==> config.mk <==
export PLATFORM = sky130hd
export DESIGN_NAME = exc_vector_sequencer
export DESIGN_NICKNAME = d
export VERILOG_FILES = /design/src/rtl/exc_vec_pkg.sv /design/src/rtl/exc_vec_ctrl.sv /design/src/rtl/exc_vec_dpath.sv /design/src/rtl/exc_vector_sequencer.sv
export SDC_FILE = /design/constraint.sdc
export NUM_CORES = 1
export LEC_CHECK = 0
export ABC_AREA = 1
export BUFFER_PORTS_ARGS = -buffer_cell sky130_fd_sc_hd__buf_4
export CORE_MARGIN = 2
export CORE_UTILIZATION = 35
export CTS_CLUSTER_SIZE = 10
export DETAILED_ROUTE_END_ITERATION = 10
export PLACE_DENSITY_LB_ADDON = 0.3
export SLEW_MARGIN = 20
export SYNTH_ARGS = -nofsm -noshare
export SYNTH_HDL_FRONTEND = slang
export SYNTH_SLANG_ARGS = --single-unit
==> constraint.sdc <==
create_clock -name clk -period 2.71 [get_ports clk]
set_input_delay 0.542 -clock clk [delete_from_list [all_inputs] [get_ports clk]]
set_output_delay 0.542 -clock clk [all_outputs]
set_load 0.01 [all_outputs]
==> src/rtl/exc_vec_pkg.sv <==
package exc_vec_pkg;

  localparam int REG8_W = 8;

  localparam logic [7:0] CCR_RESET = 8'h80;
  localparam logic [7:0] EXR_RESET = 8'h07;

  typedef enum logic [1:0] {
    ST_RUN   = 2'd0,
    ST_HOLD  = 2'd1,
    ST_FETCH = 2'd2
  } seqState_t;

  typedef struct packed {
    logic initRegs;
    logic selRstVec;
    logic selExcVec;
    logic loadPc;
    logic wrEn;
  } seqStrobe_t;

endpackage

==> src/rtl/exc_vec_ctrl.sv <==
module exc_vec_ctrl
  import exc_vec_pkg::*;
#(
  parameter int MIN_LOW = 20
) (
  input  logic       clk,
  input  logic       rstPinN,
  input  logic       wdtStrobe,
  input  logic       excReq,
  input  logic       memAck,
  input  logic       regWrEn,
  output seqStrobe_t stb,
  output logic       qualified,
  output logic       running,
  output logic       busy,
  output logic       memReq,
  output logic       done
);

  logic [MIN_LOW-1:0] lowHist;
  seqState_t state, nxtState;

  // shift history of low samples; all ones means the pulse is long enough
  always_ff @(posedge clk) begin
    lowHist <= {lowHist[MIN_LOW-2:0], ~rstPinN};
  end

  assign qualified = &lowHist;

  always_comb begin
    stb      = '0;
    nxtState = state;
    if (qualified) begin
      stb.initRegs = 1'b1;
      if (rstPinN) begin
        stb.selRstVec = 1'b1;
        nxtState      = ST_FETCH;
      end else begin
        nxtState = ST_HOLD;
      end
    end else if (state == ST_HOLD) begin
      nxtState = ST_HOLD;
    end else if (wdtStrobe) begin
      stb.initRegs  = 1'b1;
      stb.selRstVec = 1'b1;
      nxtState      = ST_FETCH;
    end else begin
      case (state)
        ST_RUN: begin
          stb.wrEn = regWrEn;
          if (excReq) begin
            stb.selExcVec = 1'b1;
            nxtState      = ST_FETCH;
          end
        end
        ST_FETCH: begin
          if (memAck) begin
            stb.loadPc = 1'b1;
            nxtState   = ST_RUN;
          end
        end
        default: nxtState = ST_HOLD;
      endcase
    end
  end

  always_ff @(posedge clk) begin
    state <= nxtState;
    done  <= stb.loadPc;
  end

  assign busy    = (state == ST_FETCH);
  assign memReq  = (state == ST_FETCH);
  assign running = (state == ST_RUN);

  // the completion pulse and the busy flag never overlap
  assert_done_busy_R5: assert property (@(posedge clk) disable iff (!rstPinN)
    done |-> !busy);

  // a watchdog strobe outside pin reset makes the block busy next cycle
  assert_wdt_start_R6: assert property (@(posedge clk) disable iff (!rstPinN)
    (wdtStrobe && !qualified && state != ST_HOLD) |=> busy);

  // an exception request while busy does not restart anything
  assert_busy_ignore_R11: assert property (@(posedge clk) disable iff (!rstPinN)
    (busy && excReq && !memAck && !wdtStrobe && !qualified) |=> busy && !done);

endmodule

==> src/rtl/exc_vec_dpath.sv <==
module exc_vec_dpath
  import exc_vec_pkg::*;
#(
  parameter int ADDR_W = 32,
  parameter int CODE_W = 3
) (
  input  logic              clk,
  input  logic              rstPinN,
  input  seqStrobe_t        stb,
  input  logic [CODE_W-1:0] excCode,
  input  logic [1:0]        regWrSel,
  input  logic [ADDR_W-1:0] regWrData,
  input  logic [ADDR_W-1:0] memData,
  output logic [ADDR_W-1:0] memAddr,
  output logic [ADDR_W-1:0] pc,
  output logic [ADDR_W-1:0] vbr,
  output logic [REG8_W-1:0] ccr,
  output logic [REG8_W-1:0] exr,
  output logic [1:0]        intMode
);

  localparam logic [ADDR_W-1:0] RST_OFFSET  = '0;
  localparam logic [ADDR_W-1:0] ERR_OFFSET  = ADDR_W'(32'h10);
  localparam logic [ADDR_W-1:0] BASE_OFFSET = ADDR_W'(32'h20);
  localparam logic [ADDR_W-1:0] STEP        = ADDR_W'(4);

  logic [ADDR_W-1:0] codeWide;
  logic [ADDR_W-1:0] excVecAddr;

  assign codeWide = ADDR_W'(excCode);

  always_comb begin
    if (excCode == '0) begin
      excVecAddr = ERR_OFFSET;
    end else begin
      excVecAddr = vbr + BASE_OFFSET + (codeWide - ADDR_W'(1)) * STEP;
    end
  end

  always_ff @(posedge clk) begin
    if (stb.initRegs) begin
      vbr     <= '0;
      ccr     <= CCR_RESET;
      exr     <= EXR_RESET;
      intMode <= 2'd0;
      pc      <= '0;
    end else begin
      if (stb.wrEn) begin
        case (regWrSel)
          2'd0: vbr     <= regWrData;
          2'd1: ccr     <= regWrData[REG8_W-1:0];
          2'd2: exr     <= regWrData[REG8_W-1:0];
          default: intMode <= regWrData[1:0];
        endcase
      end
      if (stb.loadPc) begin
        pc <= memData;
      end
    end
  end

  always_ff @(posedge clk) begin
    if (stb.selRstVec) begin
      memAddr <= RST_OFFSET;
    end else if (stb.selExcVec) begin
      memAddr <= excVecAddr;
    end
  end

  // the program counter only moves on a load or a reset
  assert_pc_hold_R4: assert property (@(posedge clk) disable iff (!rstPinN)
    (!stb.loadPc && !stb.initRegs) |=> $stable(pc));

endmodule

==> src/rtl/exc_vector_sequencer.sv <==
module exc_vector_sequencer
  import exc_vec_pkg::*;
#(
  parameter int MIN_LOW = 20,
  parameter int ADDR_W  = 32,
  parameter int CODE_W  = 3
) (
  input  logic              clk,
  input  logic              rstPinN,
  input  logic              wdtStrobe,
  input  logic              excReq,
  input  logic [CODE_W-1:0] excCode,
  input  logic              regWrEn,
  input  logic [1:0]        regWrSel,
  input  logic [ADDR_W-1:0] regWrData,
  output logic              memReq,
  output logic [ADDR_W-1:0] memAddr,
  input  logic              memAck,
  input  logic [ADDR_W-1:0] memData,
  output logic [ADDR_W-1:0] pcOut,
  output logic [ADDR_W-1:0] vbrOut,
  output logic [REG8_W-1:0] ccrOut,
  output logic [REG8_W-1:0] exrOut,
  output logic [1:0]        intModeOut,
  output logic              busy,
  output logic              done
);

  seqStrobe_t stb;
  logic       qualified;
  logic       running;

  exc_vec_ctrl #(.MIN_LOW(MIN_LOW)) i_ctrl (
    .clk       (clk),
    .rstPinN   (rstPinN),
    .wdtStrobe (wdtStrobe),
    .excReq    (excReq),
    .memAck    (memAck),
    .regWrEn   (regWrEn),
    .stb       (stb),
    .qualified (qualified),
    .running   (running),
    .busy      (busy),
    .memReq    (memReq),
    .done      (done)
  );

  exc_vec_dpath #(.ADDR_W(ADDR_W), .CODE_W(CODE_W)) i_dpath (
    .clk       (clk),
    .rstPinN   (rstPinN),
    .stb       (stb),
    .excCode   (excCode),
    .regWrSel  (regWrSel),
    .regWrData (regWrData),
    .memData   (memData),
    .memAddr   (memAddr),
    .pc        (pcOut),
    .vbr       (vbrOut),
    .ccr       (ccrOut),
    .exr       (exrOut),
    .intMode   (intModeOut)
  );

  // an unacknowledged request keeps its address
  assert_req_hold_R4: assert property (@(posedge clk) disable iff (!rstPinN)
    (memReq && !memAck && !qualified && !wdtStrobe) |=> memReq && $stable(memAddr));

  // the release edge starts a fetch at address zero
  assert_rst_vec_R3: assert property (@(posedge clk) disable iff (!rstPinN)
    (qualified && rstPinN) |=> memReq && memAddr == '0);

  // register reset values are in place once the fetch starts
  assert_rst_init_R2: assert property (@(posedge clk) disable iff (!rstPinN)
    (qualified && rstPinN) |=> vbrOut == '0 && ccrOut == 8'h80 && exrOut == 8'h07
                               && intModeOut == 2'd0);

  // the address-error vector is absolute
  assert_addr_err_R7: assert property (@(posedge clk) disable iff (!rstPinN)
    (running && excReq && excCode == '0 && !qualified && !wdtStrobe)
      |=> memAddr == ADDR_W'(32'h10));

endmodule

==> results_dict.tcl <==
set metrics [dict create \
    finalSetupViolations 0 \
    dieArea_sq_um 22700 \
    area_growth_pct 38.4 \
    cts_hold_repair.buffers 0 \
    grt_pass1_vias 6744 \
    finClkSkew_ns 0.0101 \
    seqCellArea_sq_um 2760 \
    vias 7261 \
    crit_chain "buf_4 > inv_1 > ha_1 > inv_1 > ha_1 > ha_1 > fa_1 > nand3_1 > nand3_2 > nand2_1 > nand3_2 > nand3_1 > nand2_1 > nand2_1 > nand3_1 > a21oi_1" \
    powerDensity_nw_per_um2 625 \
    synthArstFlopShare_pct 0 \
    finalMaxSlewViolations 0 \
    clockPowerShare_pct 36.4 \
    finalPower_uw 6520 \
    p_sw_share_pct 33.9 \
    synth_edf_count 2 \
    yosysTopAreaCellShare_pct 35.9 \
    critPathTopFamily "adder cells" \
    grt_pass1_wl_mm 35.2 \
    gr-total-overflow 0 \
    cts_tree "built" \
    tightest_slew_ns 0.394 \
    critPathLaunchType "input port" \
    avgSynthCellArea_sq_um 7.21 \
    die_w_um 151 \
    use_met2_pct 30.6 \
    synthTopCellsByArea "dfxtp_1 36%, nand2_1 13%, ha_1 9.8%, inv_1 7.4%, nor2_1 6.6%" \
    core_area_sq_um 21100 \
    h-tree-depth 4 \
    cts_sinks 137 \
    grt_use_met3_pct 5.09 \
    hold_violations 0 \
    p_comb_share_pct 26.3 \
    period_share_pct 94.0 \
    synthCells 1044 \
    worstPathMaxFanout 5 \
    cts.reportedPaths.clkPinSlew_ns 0.07 \
    syn_area_sq_um 7530 \
    antenna_cells 0 \
    cts_root_buffer "clkbuf_16" \
    utilization_pct 49.4 \
    ys.flop_type "dfxtp_1" \
    fill_cells 2169 \
    finalInstanceArea_sq_um 10400 \
    ys_ff_latch 137 \
    gp_congestion 0.876 \
    drc 0 \
    cap_violations 0 \
    port_buffers 191 \
    worstSkewPairLatency_ns 0.43 \
    grt_max_degree 65 \
    p_leak_uw 0.00536 \
    intPower_uw 4310 \
    synth_top_area_cell "dfxtp_1" \
    placed_cells 1558 \
    drive_gt1_share_pct 30.5 \
    period_minus_slack_ns 2.55 \
    placed_area_sq_um 9730 \
    p_seq_share_pct 37.3 \
    rows 53 \
    dr.first_iter.drc_count 310 \
    p_switching_uw 2210 \
    antenna_found_initial 0 \
    crit_path_end_kind "flop" \
    yosysUniqueCellTypes 41 \
    ys_warn_count 0 \
    multi_input_comb_area_sq_um 4060 \
    synth.most_common_cell "nand2_1" \
    io_pins 192 \
    grt_busiest_layer "met2" \
    met1_usage_pct 27.1 \
    start_util_pct 35.7 \
    gr-usage-all-layers_pct 19.8 \
    wl_mm 21.9 \
    antenna_left 0 \
    synth_nets 1179 \
    synth_seq_area_share_pct 36.7 \
    first_pass_iters 6 \
    worstPathArrival_ns 2.91 \
    routedWlPerCell_um 13.8 \
    cts_buffer_depth 2 \
    stdcell_count 1591 \
    path_buf_inv 3 \
    fmax_ghz 0.392 \
    worst-setup-path-type "in -> reg" \
    max_stage_delay_ns 0.40 \
    cts_buffers 17 \
    cp_slowest_cell "fa_1" \
    ir_drop_uv 537 \
    slew_headroom_pct 73.7 \
    nNetsFinal 1438 \
    cp.required_ns 3.07 \
    min_path_type "in -> reg" \
    synthTopCellsByCount "256 x nand2_1, 148 x inv_1, 135 x dfxtp_1, 132 x nor2_1, 59 x ha_1" \
    viasPerCell 4.56 \
    tns_ns 0 \
    die_y_um 151 \
    status "finished clean" \
    place_hpwl_mm 17.2 \
]
## final timing paths
| path | slack (ns) | to | cells after the start | from |
|---|---|---|---|---|
| worst max-delay path | 0.16 | i_dpath.memAddr[19] | 16 | excCode[0] |
| worst min-delay path | 0.28 | i_ctrl.lowHist[0] | 2 | rstPinN |
| worst max register to register | 0.38 | i_dpath.memAddr[19] | 12 | i_dpath.vbr[3] |
| worst min register to register | 0.35 | i_ctrl.lowHist[11] | 0 | i_ctrl.lowHist[10] |
## sequential cells by signal, indices dropped and copies added (netlist names)
| signal | flops |
|---|---|
| i_dpath.exr | 8 |
| i_dpath.ccr | 8 |
| i_dpath.intMode | 2 |
| i_ctrl.done | 1 |
| i_dpath.memAddr | 32 |
| i_ctrl.lowHist | 20 |
| i_dpath.pc | 32 |
| i_ctrl.state | 2 |
| i_dpath.vbr | 32 |
## power groups by stage
stage	logic (uW)	clock network (uW)	registers (uW)
after floorplan	884	0	2550
after global placement	1700	0	2470
after detailed placement	1720	0	2470
after CTS	1730	2420	2430
after global routing	1910	2510	2460
final	1720	2370	2430
## final cells by class
| cell class | instances | share of cell area, % |
|---|---|---|
| well taps | 275 | 3.30 |
| repair buffers | 271 | 19.9 |
| clock buffers | 17 | 4.08 |
| clock inverters | 15 | 1.91 |
| inverters | 150 | 5.44 |
| multi-input cells | 726 | 38.9 |
| flip-flops and latches | 137 | 26.5 |
## layout by cell type, fill, tap and decap left out, drive strengths merged
cell | synthesis | final
fa | 1 | 1
inv | 150 | 154
nor2 | 139 | 139
nand2 | 260 | 260
edfxtp | 2 | 2
xnor2 | 2 | 2
ha | 59 | 59
a21oi | 79 | 79
a31o | 1 | 1
clkinvlp | 0 | 1
a22oi | 4 | 4
nand3b | 4 | 4
dfxtp | 135 | 135
o21ai | 81 | 81
and2 | 5 | 5
a21o | 1 | 1
or2 | 4 | 4
clkbuf | 7 | 17
buf | 24 | 271
o22ai | 1 | 1
a211oi | 1 | 1
clkinv | 0 | 10
o21bai | 1 | 1
xor2 | 8 | 8
nand4 | 12 | 12
nor3 | 3 | 3
nand3 | 60 | 60
## per-layer routing
layer	share of wire, %	routed length [um]	up-vias
li1	-	-	3839
met1	47	10400	3211
met2	44	9600	180
met3	7.0	1530	31
met4	2.0	431	0
met5	0	0	-
## repair_timing
action	CTS	global route
endpoints found under the hold margin	0	0
resized for setup	0	18
setup endpoints to repair	0	9
setup buffers	0	1
## per-stage QoR
stage	hold slack, ns	setup slack [ns]
floorplan	0.330	-0.0525
global placement	0.333	-0.355
detailed placement	0.336	-0.358
CTS	0.275	0.0806
global route	0.284	-0.0353
finish	0.284	0.161
## cells by family (layout without fill, tap and decap cells)
logic type,count (synthesis),after routing,synth area share (%)
buffers and inverters,181,453,10.3
adder cells (fa/ha/maj),60,60,10.1
AO/OA/AOI/OAI,169,169,14.5
AND/OR/NAND/NOR,487,487,27.3
flip-flops,137,137,36.7
XOR/XNOR,10,10,1.16
(Power assumes the default switching activity.)
